`config.mk`:
```
export PLATFORM = sky130hd
export DESIGN_NAME = adc_clkgen
export DESIGN_NICKNAME = d
export VERILOG_FILES = /design/src/rtl/adcck_pkg.sv /design/src/rtl/adcck_modcnt.sv /design/src/rtl/adcck_toggle.sv /design/src/rtl/adcck_window.sv /design/src/rtl/adc_clkgen.sv
export SDC_FILE = /design/constraint.sdc
export NUM_CORES = 1
export LEC_CHECK = 0
export ABC_AREA = 1
export BUFFER_PORTS_ARGS = -buffer_cell sky130_fd_sc_hd__clkbuf_2
export CAP_MARGIN = 20
export CORE_MARGIN = 5
export CORE_UTILIZATION = 54
export DETAILED_ROUTE_END_ITERATION = 12
export PLACE_DENSITY = 0.81
export SLEW_MARGIN = 20
export SYNTH_ARGS = -nofsm -noshare
export SYNTH_HDL_FRONTEND = slang
export SYNTH_SLANG_ARGS = --single-unit
```
`constraint.sdc`:
```
create_clock -name clk -period 1.7 [get_ports clk]
set_clock_uncertainty 0.2 [all_clocks]
set_input_delay 0.085 -clock clk [delete_from_list [all_inputs] [get_ports clk]]
set_output_delay 0.085 -clock clk [all_outputs]
set_load 0.02 [all_outputs]
```
`src/rtl/adcck_pkg.sv`:
```
package adcck_pkg;

  // Window select encodings: 2, 4, 8 or 16 conversion-clock periods
  typedef enum logic [1:0] {
    WIN_2  = 2'd0,
    WIN_4  = 2'd1,
    WIN_8  = 2'd2,
    WIN_16 = 2'd3
  } win_sel_e;

  // Last count value of a window: (2 << sel) - 1, computed at width cw
  function automatic logic [15:0] win_last(input logic [3:0] sel);
    logic [16:0] len;
    len = 17'd2 << sel;
    return 16'(len - 17'd1);
  endfunction

endpackage

```
`src/rtl/adcck_modcnt.sv`:
```
// Modulo counter: terminal count every (ratio + 1) cycles; ratio reloads at terminal count
module adcck_modcnt #(
  parameter int W         = 5,
  parameter int RST_RATIO = 1
) (
  input  logic         clk,
  input  logic         rst,
  input  logic [W-1:0] ratio,
  output logic         tc
);

  logic [W-1:0] cnt_q;
  logic [W-1:0] lim_q;

  assign tc = (cnt_q == lim_q);

  always_ff @(posedge clk) begin
    if (rst) begin
      cnt_q <= '0;
      lim_q <= W'(RST_RATIO);
    end else if (tc) begin
      cnt_q <= '0;
      lim_q <= ratio;
    end else begin
      cnt_q <= cnt_q + 1'b1;
    end
  end

endmodule

```
`src/rtl/adcck_toggle.sv`:
```
// Divide-by-two stage with a registered rising-edge enable
module adcck_toggle (
  input  logic clk,
  input  logic rst,
  input  logic tc,
  output logic level,
  output logic rise_en
);

  always_ff @(posedge clk) begin
    if (rst) begin
      level   <= 1'b0;
      rise_en <= 1'b0;
    end else begin
      rise_en <= tc & ~level;
      if (tc) level <= ~level;
    end
  end

endmodule

```
`src/rtl/adcck_window.sv`:
```
// Sample window timer counting conversion-clock enables after a start
module adcck_window
  import adcck_pkg::*;
#(
  parameter int SEL_W = 2
) (
  input  logic             clk,
  input  logic             rst,
  input  logic             start,
  input  logic [SEL_W-1:0] sel,
  input  logic             tick,
  output logic             active,
  output logic             done
);

  localparam int CNT_W = 1 << SEL_W;

  logic [CNT_W-1:0] cnt_q;
  logic [CNT_W-1:0] last_q;

  always_ff @(posedge clk) begin
    if (rst) begin
      active <= 1'b0;
      done   <= 1'b0;
      cnt_q  <= '0;
      last_q <= '0;
    end else begin
      done <= 1'b0;
      if (!active) begin
        if (start) begin
          active <= 1'b1;
          cnt_q  <= '0;
          last_q <= CNT_W'(win_last(4'(sel)));
        end
      end else if (tick) begin
        if (cnt_q == last_q) begin
          active <= 1'b0;
          done   <= 1'b1;
        end else begin
          cnt_q <= cnt_q + 1'b1;
        end
      end
    end
  end

endmodule

```
`src/rtl/adc_clkgen.sv`:
```
module adc_clkgen #(
  parameter int PRESC_W     = 5,
  parameter int MAX_OK      = 7,
  parameter int RESET_PRESC = 1,
  parameter int SEL_W       = 2
) (
  input  logic               clk,
  input  logic               rst,
  input  logic [PRESC_W-1:0] presc_sel,
  input  logic [SEL_W-1:0]   smp_sel,
  input  logic               start,
  output logic               cnv_clk,
  output logic               cnv_en,
  output logic               smp_active,
  output logic               smp_done,
  output logic               presc_oor
);

  localparam logic [PRESC_W-1:0] OK_LIM = PRESC_W'(MAX_OK);

  logic tc;

  adcck_modcnt #(
    .W         (PRESC_W),
    .RST_RATIO (RESET_PRESC)
  ) u_cnt (
    .clk   (clk),
    .rst   (rst),
    .ratio (presc_sel),
    .tc    (tc)
  );

  adcck_toggle u_div2 (
    .clk     (clk),
    .rst     (rst),
    .tc      (tc),
    .level   (cnv_clk),
    .rise_en (cnv_en)
  );

  adcck_window #(
    .SEL_W (SEL_W)
  ) u_win (
    .clk    (clk),
    .rst    (rst),
    .start  (start),
    .sel    (smp_sel),
    .tick   (cnv_en),
    .active (smp_active),
    .done   (smp_done)
  );

  // Range flag tracks the field, also while in reset
  always_ff @(posedge clk) begin
    presc_oor <= (presc_sel > OK_LIM);
  end

endmodule

```
# Yosys cells after proc, flatten, opt, wreduce, memory -nomap -nowiden
# Index checks and enable logic that the tools add are counted.
classes:
  shifts: 1
  bitwise_logic: 4
  reduce_logical: 5
  order_cmp: 1
  eq_ne: 4
  n_addsub: 3
  muxes: 9
op_table:
  columns: ["operator", "count"]
  rows:
  - ["two-way mux 4 bit", 4]
  - ["adder 5 x 1 -> 5 bit, second input constant", 1]
  - ["== test 5 bit", 1]
  - ["> comparator 5 x 3 -> 1 bit, second input constant", 1]
  - ["two-way mux 1 bit", 5]
  - ["adder 4 x 1 -> 4 bit, second input constant", 1]
  - ["== test 4 bit", 1]
  - ["!= test 2 bit, second input constant", 2]
  - ["left shift 2 x 2 -> 4 bit, first input constant", 1]
  - ["subtractor 4 x 1 -> 4 bit, second input constant", 1]
  - ["inverter 1 bit", 3]
  - ["AND reduction 3 bit", 1]
  - ["OR reduction 3 bit", 1]
  - ["AND reduction 2 bit", 1]
  - ["nonzero test 2 bit", 1]
  - ["OR reduction 2 bit", 1]
  - ["AND 1 bit", 1]
totals:
  out_inout_bits: 5
  wordCells: 36
  in_bits: 10
  regBits: 23

# Longest topological paths before layout
# Gate-level depths: netlist (run 1).
logic_depth:
  word_depth: 4
  ltp_mapped: 10

# Cells and area by module
# Synthesis (run 1) repeated with hierarchy kept, for this count alone.
hier_totals:
  hier_cells: 162
  hier_area_um2: 1153.6
by_module_without_submodules:
  columns: ["mod", "cells_per_inst", "seq_area_each_um2", "area_each_um2", "n_inst"]
  rows:
  - ["adcck_modcnt", 73, 200.2, 540.5, 1]
  - ["adcck_window", 76, 200.2, 508.0, 1]
  - ["adcck_toggle", 9, 40.0, 73.8, 1]
  - ["adc_clkgen", 4, 20.0, 31.3, 1]

# Worst setup path after synthesis (run 1)
# No wires, ideal clock.
synth_path:
  kind: "reg-to-reg"
  startpoint: "register u_cnt.cnt_q[0]"
  endpoint: "register u_cnt.cnt_q[0]"
  required_time_ps: 1383
  setup_time_ps: 117
  setup_slack_ps: 324
  stages_incl_launch_ff: 6
  period_less_slack_ps: 1376
  arrival_time_ps: 1059
  path_cell_list: "dfxtp_1 nor2_1 nor3_2 nand3_1 nand2_2 nor2_1"
synth_via:
  elab_chain_cells: 2
  word_cells_on_any_way: 3
  classes_between: "add/sub: 1; eq/ne: 1; reduce/logical: 1"
synth_rtl:
  columns: ["item", "line_no", "rtl"]
  rows:
  - ["start: declaration", "adcck_modcnt.sv:12", "logic [W-1:0] cnt_q;"]
  - ["start signal: assignment", "adcck_modcnt.sv:25", "cnt_q <= cnt_q + 1'b1;"]
  - ["branches (longest 2 deep; another with adder 5 x 1 -> 5 bit)", null, null]
# Parallel ways; which one is timed is not known.
# A chain may end at the register's enable or synchronous reset.

# Final worst setup path (run 1)
layout_path:
  startpoint: "register u_cnt.lim_q[4]"
  endpoint: "register u_div2.level"
layout_via:
  elab_chain_cells: 1
layout_rtl:
  columns: ["item", "line_no", "rtl"]
  rows:
  - ["start: declaration", "adcck_modcnt.sv:13", "logic [W-1:0] lim_q;"]
  - ["start signal: assignment", "adcck_modcnt.sv:20", "lim_q <= W'(RST_RATIO);"]
  - ["start signal: assignment", "adcck_modcnt.sv:23", "lim_q <= ratio;"]
  - ["== test 5 bit", "adcck_modcnt.sv:15", "assign tc = (cnt_q == lim_q);"]
  - ["end signal: assignment", "adcck_toggle.sv:16", "if (tc) level <= ~level;"]
  - ["end: declaration", "adcck_toggle.sv:6", "output logic level,"]
# Every way passes these cells.

==> results by group, run 1 <==
Outcome
  • Status: finished clean

Logic synthesis
  • Library cells used by synthesis: 24
  • Synth warn: 0
  • Mean post-synth cell area: 7.24 µm²
  • Synth Area in Compound Gates: 5.14%
  • Post-Synth Adder-Cell Area: 2.34%
  • Post-synthesis sequential area ratio: 43.0%
  • Synth Register Bits: 23
  • Syn Inst Count: 148
  • Synth Area in XOR/XNOR: 6.43%
  • Main combinational cell family by area after synthesis: simple AND/OR/NAND/NOR gates
  • Mux cell area share after synthesis: 0%
  • Syn Nets: 160
  • Post-synthesis simple-gate area fraction: 34.6%
  • Mapped Area: 0.00107 mm²

Drt
  • First-iteration detailed-routing DRC count: 32
  • Vias/cell: 4.79
  • Drt total wl: 2.25 mm
  • First-pass detailed-route iteration total: 4
  • # DRC: 0
  • Total number of vias: 972
  • Routed len/inst: 11.1 µm
  • Post-route ant nets: 0

Worst setup path
  • Slowest-stage cell, CP: dfxtp_1
  • Setup crit end kind: flip-flop
  • Critical path type: flip-flop to flip-flop
  • Critical-path maximum fanout: 7
  • Startpoint Class: flip-flop
  • Crit path top cell by count: nand2_1
  • Critical R2R Capture: u_div2.level$_SDFFE_PP0N_
  • Worst path max stage delay: 350 ps
  • Worst-case reg-to-reg path depth: 5
  • Critical Path RT: 1760 ps
  • CP arrival: 1600 ps
  • Worst path cell trace: xnor2_2 > nand3_2 > nor3_4 > nand2_1 > nand2_1
  • Reg2reg start: u_cnt.lim_q[4]$_SDFFE_PP0N_
  • R2R Setup Slk: 170 ps

Run
  • Max-cap viol count: 0

STA
  • Slew margin rel.: 76.7%
  • Max-slew violations: 0
  • Fin crit share: 90.2%
  • Worst-Margin Slew: 349 ps
  • Setup TNS: 0 ps
  • Setup Viol. Count Final: 0
  • Final Hold Vio Count: 0
  • Max Clk Rate: 0.652 GHz
  • Minimum clock period: 1530 ps

Clock network
  • H-tree depth: 1
  • Worst-path clk slew: 130 ps
  • Sink Count: 23
  • Clk_lat worst skew: 310 ps
  • Number of CTS-inserted buffers: 3
  • Clock Tree Root: clkbuf_4
  • Max clock buf depth: 2
  • CTS tree: done

Placed design
  • Gpl congestion: 0.753
  • IO Port Bufs: 14
  • HPWL after DPL: 1.53 mm

Floorplan
  • Rows: 16
  • Die footprint: 0.00297 mm²
  • Core box area: 0.00192 mm²
  • Die H: 54.5 µm
  • Die width: 54.5 µm
  • Num ports: 15
  • Starting Density: 55.7%

Layout
  • Final-layout fill cell count: 169
  • Final nets: 189
  • # diodes: 0
  • Layout cells sized above 1: 15.9%
  • Util after Layout: 68.1%
  • Commonest non-fill, non-tap cell in the layout: nand2_1
  • Sequential Area: 464 µm²
  • Commonest non-fill, non-tap cells in the layout: nand2_1 (34), nor2_1 (24), inv_1 (22), dfxtp_1 (20), clkbuf_2 (14)
  • Area growth, synth to finish: 22.2%
  • Area of the multi-input gates: 519 µm²

Power
  • Pwr Total: 1500 µW
  • Lkg Pwr: 0.000635 µW
  • Power per cell area: 1150 mW/mm²
  • Max VDD drop: 805 µV

Hold path
  • Hold crit path type: flip-flop to flip-flop
  • Hold path depth: 2
  • Hold wc startpoint: u_win.last_q[1]$_SDFFE_PP0P_
  • Hold path endpoint: u_win.last_q[1]$_SDFFE_PP0P_

Global route
  • Initial antenna violation count: 0
  • Total GRT Usage: 17.2%
  • Via count of the first global-routing pass: 874
  • First-pass GRT wire length: 3.67 mm
  • GRT Residual Overflow: 0
  • Largest net degree at the start of global routing: 14
==> area by class of cell <==
class | instances | share of cell area (%)
clock buffer | 3 | 1.72
clock inverter | 1 | 0.382
inverter | 23 | 6.60
multi-input combinational | 101 | 39.7
sequential | 23 | 35.5
tap | 27 | 2.58
timing repair buffer | 25 | 13.6
==> power breakdown <==
| group | leakage, µW | total [µW] | internal (µW) | switching, µW |
|---|---|---|---|---|
| Combinational | 0.000427 | 553 | 216 | 337 |
| Clock | 0.0000177 | 249 | 87.8 | 161 |
| Sequential | 0.000190 | 698 | 626 | 72.1 |
| Total | 0.000635 | 1500 | 930 | 570 |
==> cell usage after synthesis <==
library cell | number | share of area [%]
o211ai_1 | 1 | 0.70
nand3_2 | 1 | 0.93
o21ai_0 | 1 | 0.47
nand4_1 | 5 | 2.9
clkinv_1 | 1 | 0.35
nor2_1 | 24 | 8.4
dfxtp_1 | 23 | 43
ha_1 | 2 | 2.3
nand2_1 | 34 | 12
inv_1 | 22 | 7.7
nor2_2 | 1 | 0.58
nand2_2 | 1 | 0.58
nor3_2 | 1 | 0.93
nor3_4 | 1 | 1.5
nand2b_1 | 1 | 0.58
or2_1 | 1 | 0.58
xor2_1 | 4 | 3.3
nor3_1 | 1 | 0.47
a21oi_1 | 7 | 3.3
buf_2 | 1 | 0.47
xnor2_2 | 1 | 1.5
xnor2_1 | 2 | 1.6
a211oi_1 | 1 | 0.70
nand3_1 | 11 | 5.1
==> worst max-delay path, delay by kind of cell, from the launching register on <==
| family | cells | cell delay (ps) |
|---|---|---|
| flip-flops | 1 | 350 |
| AND/OR/NAND/NOR | 4 | 630 |
| XOR/XNOR | 1 | 310 |
==> per-layer routing <==
metal  global-route usage [%]  wire [µm]  up-vias
li1                         -          -      521
met3                     3.54         46        4
met4                     6.22         29        0
met1                     21.7       1060      434
met2                     28.7       1120       13
met5                        0          0        -
==> stage by stage <==
step                cell area [µm²]  worst slack (ps)  hold WS, ps  std cells
global route                   1310             -4.55          319        203
floorplan                      1070               324        -18.0        148
CTS                            1310               158          294        203
finish                         1310               167          291        203
global placement               1180               203         72.6        189
detailed placement             1180               180         77.4        189
==> how the worst max path moves through the flow <==
stage,startpoint,end,cells after the start
2_1_floorplan,u_cnt.cnt_q[0]$_SDFF_PP0_,u_cnt.cnt_q[0]$_SDFF_PP0_,5
3_3_place_gp,u_cnt.lim_q[4]$_SDFFE_PP0N_,u_div2.level$_SDFFE_PP0N_,5
3_5_place_dp,u_cnt.lim_q[4]$_SDFFE_PP0N_,u_div2.level$_SDFFE_PP0N_,5
4_1_cts,u_cnt.lim_q[4]$_SDFFE_PP0N_,u_div2.level$_SDFFE_PP0N_,5
5_1_grt,u_win.cnt_q[1]$_SDFFE_PP0P_,u_win.cnt_q[3]$_SDFFE_PP0P_,10
6_report,u_cnt.lim_q[4]$_SDFFE_PP0N_,u_div2.level$_SDFFE_PP0N_,5
==> cell families (layout without fill, tap and decap cells) <==
| kind of cell | count (synthesis) | in the layout |
|---|---|---|
| simple gates | 82 | 82 |
| fa+ha+maj | 2 | 2 |
| xor+xnor | 7 | 7 |
| compound gates | 10 | 10 |
| flops | 23 | 23 |
| buf+inv | 24 | 52 |
==> flip-flops by register name (all words and copies together) (netlist names) <==
name,flops
u_cnt.lim_q,5
u_win.last_q,4
u_win.cnt_q,4
u_div2.level,1
u_win.done,1
presc_oor,1
u_win.active,1
u_cnt.cnt_q,5
u_div2.rise_en,1
==> timing repair <==
item	in CTS	in global routing
hold endpoints to repair	16	0
endpoints found under the setup margin	0	1
hold buffers	10	0
buffers inserted	0	0
gates resized for setup	0	3
Power figures use the tool's default switching activity.
==> inputs of run 2 (changes only) <==
--- a/config.mk
+++ b/config.mk
@@ -9,9 +9,9 @@
 export BUFFER_PORTS_ARGS = -buffer_cell sky130_fd_sc_hd__clkbuf_2
 export CAP_MARGIN = 20
 export CORE_MARGIN = 5
-export CORE_UTILIZATION = 54
+export CORE_UTILIZATION = 59
 export DETAILED_ROUTE_END_ITERATION = 12
-export PLACE_DENSITY = 0.81
+export PLACE_DENSITY = 0.87
 export SLEW_MARGIN = 20
 export SYNTH_ARGS = -nofsm -noshare
 export SYNTH_HDL_FRONTEND = slang
==> constraint.sdc (replaced) <==
create_clock -name clk -period 1.9 [get_ports clk]
set_clock_uncertainty 0.2 [all_clocks]
set_input_delay 0.095 -clock clk [delete_from_list [all_inputs] [get_ports clk]]
set_output_delay 0.095 -clock clk [all_outputs]
set_load 0.02 [all_outputs]
==> results by group, run 2 (same netlist as run 1, synthesis figures left out) <==
Outcome
  • Status: finished clean (unchanged)

Worst setup path
  • Critical path type: input port to flip-flop (was flip-flop to flip-flop)
  • Critical R2R Capture: u_win.last_q[3]$_SDFFE_PP0P_ (was u_div2.level$_SDFFE_PP0N_)
  • Critical Path RT: 1950 ps (was 1760 ps)
  • Critical-path maximum fanout: 3 (was 7)
  • Crit path from: start (was u_cnt.lim_q[4]$_SDFFE_PP0N_)
  • Reg2reg start: u_win.active$_SDFF_PP0_ (was u_cnt.lim_q[4]$_SDFFE_PP0N_)
  • Setup crit end kind: flip-flop (unchanged)
  • Worst-case reg-to-reg path depth: 4 (was 5)
  • Startpoint Class: input port (was flip-flop)
  • R2R Setup Slk: 170 ps (about the same)
  • CP arrival: 1800 ps (was 1600 ps)

Hold path
  • Hold path depth: 2 (unchanged)
  • Hold wc startpoint: u_win.last_q[2]$_SDFFE_PP0P_ (was u_win.last_q[1]$_SDFFE_PP0P_)
  • Hold path endpoint: u_win.last_q[2]$_SDFFE_PP0P_ (was u_win.last_q[1]$_SDFFE_PP0P_)
  • Hold crit path type: flip-flop to flip-flop (unchanged)

Run
  • Max-cap viol count: 0 (unchanged)

Layout
  • Final nets: 190 (was 189)
  • Sequential Area: 460 µm² (was 464 µm²)
  • Commonest non-fill, non-tap cells in the layout: nand2_1 (34), nor2_1 (24), dfxtp_1 (23), inv_1 (22), clkbuf_2 (14) (was nand2_1 (34), nor2_1 (24), inv_1 (22), dfxtp_1 (20), clkbuf_2 (14))
  • Commonest non-fill, non-tap cell in the layout: nand2_1 (unchanged)
  • Layout cells sized above 1: 13.6% (was 15.9%)
  • # diodes: 0 (unchanged)
  • Fin cells: 202 (was 203)
  • Area of the multi-input gates: 519 µm² (unchanged)
  • Largest regs: u_cnt.cnt_q (5), u_cnt.lim_q (5) (unchanged)
  • Final-layout fill cell count: 143 (was 169)
  • Util after Layout: 76.2% (was 68.1%)
  • Area growth, synth to finish: 22.8% (was 22.2%)

Floorplan
  • Die H: 52.6 µm (was 54.5 µm)
  • Core box area: 0.00173 mm² (was 0.00192 mm²)
  • Starting Density: 62.0% (was 55.7%)
  • Die footprint: 0.00277 mm² (was 0.00297 mm²)
  • Num ports: 15 (unchanged)
  • Die width: 52.6 µm (was 54.5 µm)
  • Rows: 15 (was 16)

Global route
  • Initial antenna violation count: 0 (unchanged)
  • Largest net degree at the start of global routing: 14 (unchanged)
  • GRT Residual Overflow: 0 (unchanged)
  • Via count of the first global-routing pass: 939 (was 874)
  • Total GRT Usage: 19.7% (was 17.2%)
  • First-pass GRT wire length: 3.95 mm (was 3.67 mm)

Power
  • Max VDD drop: 819 µV (was 805 µV)
  • Lkg Pwr: 0.000633 µW (was 0.000635 µW)
  • Power per cell area: 1010 mW/mm² (was 1150 mW/mm²)

Clock network
  • Clk_lat worst skew: 320 ps (was 310 ps)
  • H-tree depth: 1 (unchanged)
  • Gates resized, CTS repair: 0 (unchanged)
  • Sink Count: 23 (unchanged)
  • Clock Tree Root: clkbuf_4 (unchanged)
  • CTS tree: done (unchanged)
  • Max clock buf depth: 2 (unchanged)
  • Hold_buf cts: 12 (was 10)
  • Worst-path clk slew: 130 ps (about the same)
  • Post-CTS setup buffers: 0 (unchanged)
  • Number of CTS-inserted buffers: 3 (unchanged)

STA
  • Minimum clock period: 1750 ps
  • RSZ-0062 raised after global routing: false
  • Worst-Margin Slew: 364 ps (was 349 ps)
  • Final Hold Vio Count: 0 (unchanged)
  • Max Clk Rate: 0.570 GHz
  • Fin crit share: 92.3%
  • Slew margin rel.: 75.6% (was 76.7%)
  • Setup Viol. Count Final: 0 (unchanged)
  • Max-slew violations: 0 (unchanged)
  • Setup TNS: 0 ps (unchanged)

Placed design
  • HPWL after DPL: 1.55 mm (was 1.53 mm)
  • Placed Cells: 186 (was 189)
  • IO Port Bufs: 14 (unchanged)
  • Gpl congestion: 0.896 (was 0.753)

Drt
  • Post-route ant nets: 0 (unchanged)
  • Drt total wl: 2.26 mm (was 2.25 mm)
  • Routed len/inst: 11.2 µm (was 11.1 µm)
  • Total number of vias: 1,021 (was 972)
  • Vias/cell: 5.05 (was 4.79)
  • # DRC: 0 (unchanged)
  • First-pass detailed-route iteration total: 4 (unchanged)
  • First-iteration detailed-routing DRC count: 27 (was 32)
==> run 2: changes by cell type in the layout (fill, tap and decap cells not counted) <==
cell and delta:
buf_4 -1, dfxtp_1 +3, dfxtp_2 -3, dlygate4sd3_1 +2
==> run 2: layout make-up <==
type / instances / area share, %
inverters: 23 / 6.57
repair buffers: 26 / 14.5
clock buffers: 3 / 1.71
flip-flops and latches: 23 / 35.0
well taps: 25 / 2.38
clock inverters: 1 / 0.381
multi-input cells: 101 / 39.5
==> run 2: worst max path at each step <==
stage | depth (start not counted) | slack (ps) | to
global placement | 5 | 390 | u_cnt.cnt_q[2]$_SDFF_PP0_
CTS | 7 | 270 | u_win.last_q[3]$_SDFFE_PP0P_
finish | 7 | 150 | u_win.last_q[3]$_SDFFE_PP0P_
detailed placement | 5 | 330 | u_cnt.cnt_q[2]$_SDFF_PP0_
global route | 7 | 70 | u_win.last_q[3]$_SDFFE_PP0P_
floorplan | 5 | 520 | u_cnt.cnt_q[0]$_SDFF_PP0_
==> run 2: layer usage <==
metal | wire [µm] | global-route usage (%) | up-vias
met5 | 0 | 0 | -
met4 | 33 | 6.38 | 0
met3 | 140 | 5.13 | 5
met2 | 1090 | 32.6 | 30
met1 | 998 | 24.7 | 465
li1 | - | - | 521
==> run 2: power by group <==
| part | switching, µW | internal (µW) |
|---|---|---|
| Combinational | 293 | 180 |
| Clock | 152 | 78.8 |
| Sequential | 66.4 | 560 |
| Total | 512 | 818 |
==> run 2: worst max-delay path, stage by stage <==
cell           delay (ps)
dlygate4sd3_1         520
clkbuf_2              110
inv_1                  30
nor2_1                190
nand3_1                90
dlygate4sd3_1         580
a21oi_1               180
==> run 2: stage by stage <==
| stage | worst slack, ps | power (µW) | instance area (µm²) | hold WS, ps |
|---|---|---|---|---|
| global route | 74.6 | 1430 | 1320 | 309 |
| detailed placement | 331 | 1080 | 1170 | 98.2 |
| global placement | 391 | 1070 | 1170 | 90.0 |
| CTS | 273 | 1330 | 1320 | 289 |
| floorplan | 524 | 981 | 1070 | -8.00 |
| finish | 146 | 1330 | 1320 | 288 |
==> inputs of run 3 (changes only) <==
--- a/config.mk
+++ b/config.mk
@@ -12,6 +12,7 @@
 export CORE_UTILIZATION = 59
 export DETAILED_ROUTE_END_ITERATION = 12
 export PLACE_DENSITY = 0.87
+export RECOVER_POWER = 25
 export SLEW_MARGIN = 20
 export SYNTH_ARGS = -nofsm -noshare
 export SYNTH_HDL_FRONTEND = slang
==> results by group, run 3 (same netlist as run 1, synthesis figures left out) <==
Outcome
  • Status: finished clean (unchanged)

Layout
  • Util after Layout: 75.8% (was 76.2%)
  • # diodes: 0 (unchanged)
  • Area growth, synth to finish: 22.2% (was 22.8%)
  • Largest regs: u_cnt.cnt_q (5), u_cnt.lim_q (5) (unchanged)
  • Final nets: 190 (unchanged)
  • Layout cells sized above 1: 10.7% (was 13.6%)
  • Commonest non-fill, non-tap cells in the layout: nand2_1 (34), nor2_1 (24), dfxtp_1 (23), inv_1 (22), dlygate4sd3_1 (12) (was nand2_1 (34), nor2_1 (24), dfxtp_1 (23), inv_1 (22), clkbuf_2 (14))
  • Commonest non-fill, non-tap cell in the layout: nand2_1 (unchanged)

Clock network
  • Max clock buf depth: 2 (unchanged)
  • Clock Tree Root: clkbuf_4 (unchanged)
  • CTS tree: done (unchanged)
  • H-tree depth: 1 (unchanged)
  • Number of CTS-inserted buffers: 3 (unchanged)
  • Sink Count: 23 (unchanged)
  • Clk_lat worst skew: 320 ps (about the same)
  • Post-CTS setup buffers: 0 (unchanged)
  • Worst-path clk slew: 130 ps (about the same)
  • Gates resized, CTS repair: 0 (unchanged)

Drt
  • Routed len/inst: 11.3 µm (was 11.2 µm)
  • Total number of vias: 1,022 (was 1,021)
  • Vias/cell: 5.06 (was 5.05)
  • # DRC: 0 (unchanged)
  • First-iteration detailed-routing DRC count: 23 (was 27)
  • Drt total wl: 2.29 mm (was 2.26 mm)
  • Post-route ant nets: 0 (unchanged)
  • First-pass detailed-route iteration total: 4 (unchanged)

Hold path
  • Hold path depth: 2 (unchanged)
  • Hold crit path type: flip-flop to flip-flop (unchanged)

Power
  • Internal power: 813 µW (was 818 µW)
  • Lkg Pwr: 0.000617 µW (was 0.000633 µW)
  • Sw Pwr: 511 µW (was 512 µW)
  • Reg power frac: 47.2% (was 47.1%)
  • Max VDD drop: 818 µV (was 819 µV)
  • Power per cell area: 1010 mW/mm² (about the same)
  • Clock share of power: 17.4% (about the same)
  • Switching Share: 38.6% (was 38.5%)
  • Logic pwr share: 35.4% (was 35.6%)

Worst setup path
  • Startpoint Class: input port (unchanged)
  • Critical path type: input port to flip-flop (unchanged)
  • CP arrival: 1810 ps (was 1800 ps)
  • Critical Path RT: 1950 ps (about the same)
  • Setup crit end kind: flip-flop (unchanged)
  • Worst-case reg-to-reg path depth: 4 (unchanged)
  • Critical-path maximum fanout: 3 (unchanged)

STA
  • Minimum clock period: 1760 ps (was 1750 ps)
  • Final Hold Vio Count: 0 (unchanged)
  • Max Clk Rate: 0.567 GHz (was 0.570 GHz)
  • Worst-Margin Slew: 359 ps (was 364 ps)
  • Hold slack: 288 ps (about the same)
  • Max-slew violations: 0 (unchanged)
  • Fin crit share: 92.9% (was 92.3%)
  • Slew margin rel.: 75.9% (was 75.6%)
  • Setup TNS: 0 ps (unchanged)
  • Setup Viol. Count Final: 0 (unchanged)
  • RSZ-0062 raised after global routing: false (unchanged)

Global route
  • Via count of the first global-routing pass: 939 (unchanged)
  • Largest net degree at the start of global routing: 14 (unchanged)
  • GRT Residual Overflow: 0 (unchanged)
  • Total GRT Usage: 19.7% (unchanged)
  • Initial antenna violation count: 0 (unchanged)
  • First-pass GRT wire length: 3.95 mm (unchanged)

Floorplan
  • Num ports: 15 (unchanged)
  • Core box area: 0.00173 mm² (unchanged)
  • Die H: 52.6 µm (unchanged)
  • Die footprint: 0.00277 mm² (unchanged)
  • Rows: 15 (unchanged)
  • Die width: 52.6 µm (unchanged)
  • Starting Density: 62.0% (unchanged)

Placed design
  • HPWL after DPL: 1.55 mm (unchanged)
  • IO Port Bufs: 14 (unchanged)
  • Gpl congestion: 0.896 (unchanged)

Run
  • Max-cap viol count: 0 (unchanged)
==> run 3: cell counts in the layout (fill, tap and decap cells not counted) <==
Identical to the previous run, type by type.
==> run 3: area by class of cell <==
type | instances | area (µm²)
timing repair buffer | 26 | 184
multi-input combinational | 101 | 519
tap | 25 | 31.3
sequential | 23 | 460
clock buffer | 3 | 22.5
clock inverter | 1 | 5.00
fill | 143 | 418
inverter | 23 | 86.3
==> run 3: layer usage <==
| layer | wire length [µm] | global-route usage (%) | part of all wire [%] | vias to the layer above |
|---|---|---|---|---|
| li1 | - | - | - | 523 |
| met1 | 1010 | 24.7 | 44 | 466 |
| met2 | 1100 | 32.6 | 48 | 28 |
| met3 | 143 | 5.13 | 6.3 | 5 |
| met4 | 34 | 6.38 | 1.5 | 0 |
| met5 | 0 | 0 | 0 | - |
==> run 3: power groups by stage <==
| stage | sequential (µW) | clock (µW) | combinational [µW] |
|---|---|---|---|
| floorplan | 644 | 0 | 337 |
| global placement | 633 | 0 | 432 |
| detailed placement | 633 | 0 | 451 |
| CTS | 624 | 234 | 469 |
| global route | 635 | 255 | 533 |
| finish | 625 | 231 | 469 |
==> run 3: through the flow <==
stage | cell area, µm² | power (µW) | setup WS, ps | instances
CTS | 1320 | 1330 | 273 | 202
global route | 1310 | 1420 | 74.6 | 202
floorplan | 1070 | 981 | 524 | 148
global placement | 1170 | 1070 | 391 | 186
finish | 1310 | 1320 | 135 | 202
detailed placement | 1170 | 1080 | 331 | 186
==> run 3: worst max-delay path, stage by stage <==
cell and delay, ps:
dlygate4sd3_1 520, clkbuf_2 110, inv_1 30, nor2_1 200
nand3_1 90, dlygate4sd3_1 580, a21oi_1 180
==> run 3: path summary, 6_finish.rpt <==
| path | start | slack [ps] | endpoint |
|---|---|---|---|
| hold / removal | u_win.last_q[2]$_SDFFE_PP0P_ | 290 | u_win.last_q[2]$_SDFFE_PP0P_ |
| hold reg to reg | u_win.last_q[2]$_SDFFE_PP0P_ | 290 | u_win.last_q[2]$_SDFFE_PP0P_ |
| setup / recovery | start | 140 | u_win.last_q[3]$_SDFFE_PP0P_ |
| setup reg to reg | u_win.active$_SDFF_PP0_ | 150 | u_win.last_q[3]$_SDFFE_PP0P_ |
==> run 3: repair_timing <==
item,4_1_cts,5_1_grt
hold buffers,12,0
hold endpoints to repair,16,0
endpoints found under the setup margin,0,0
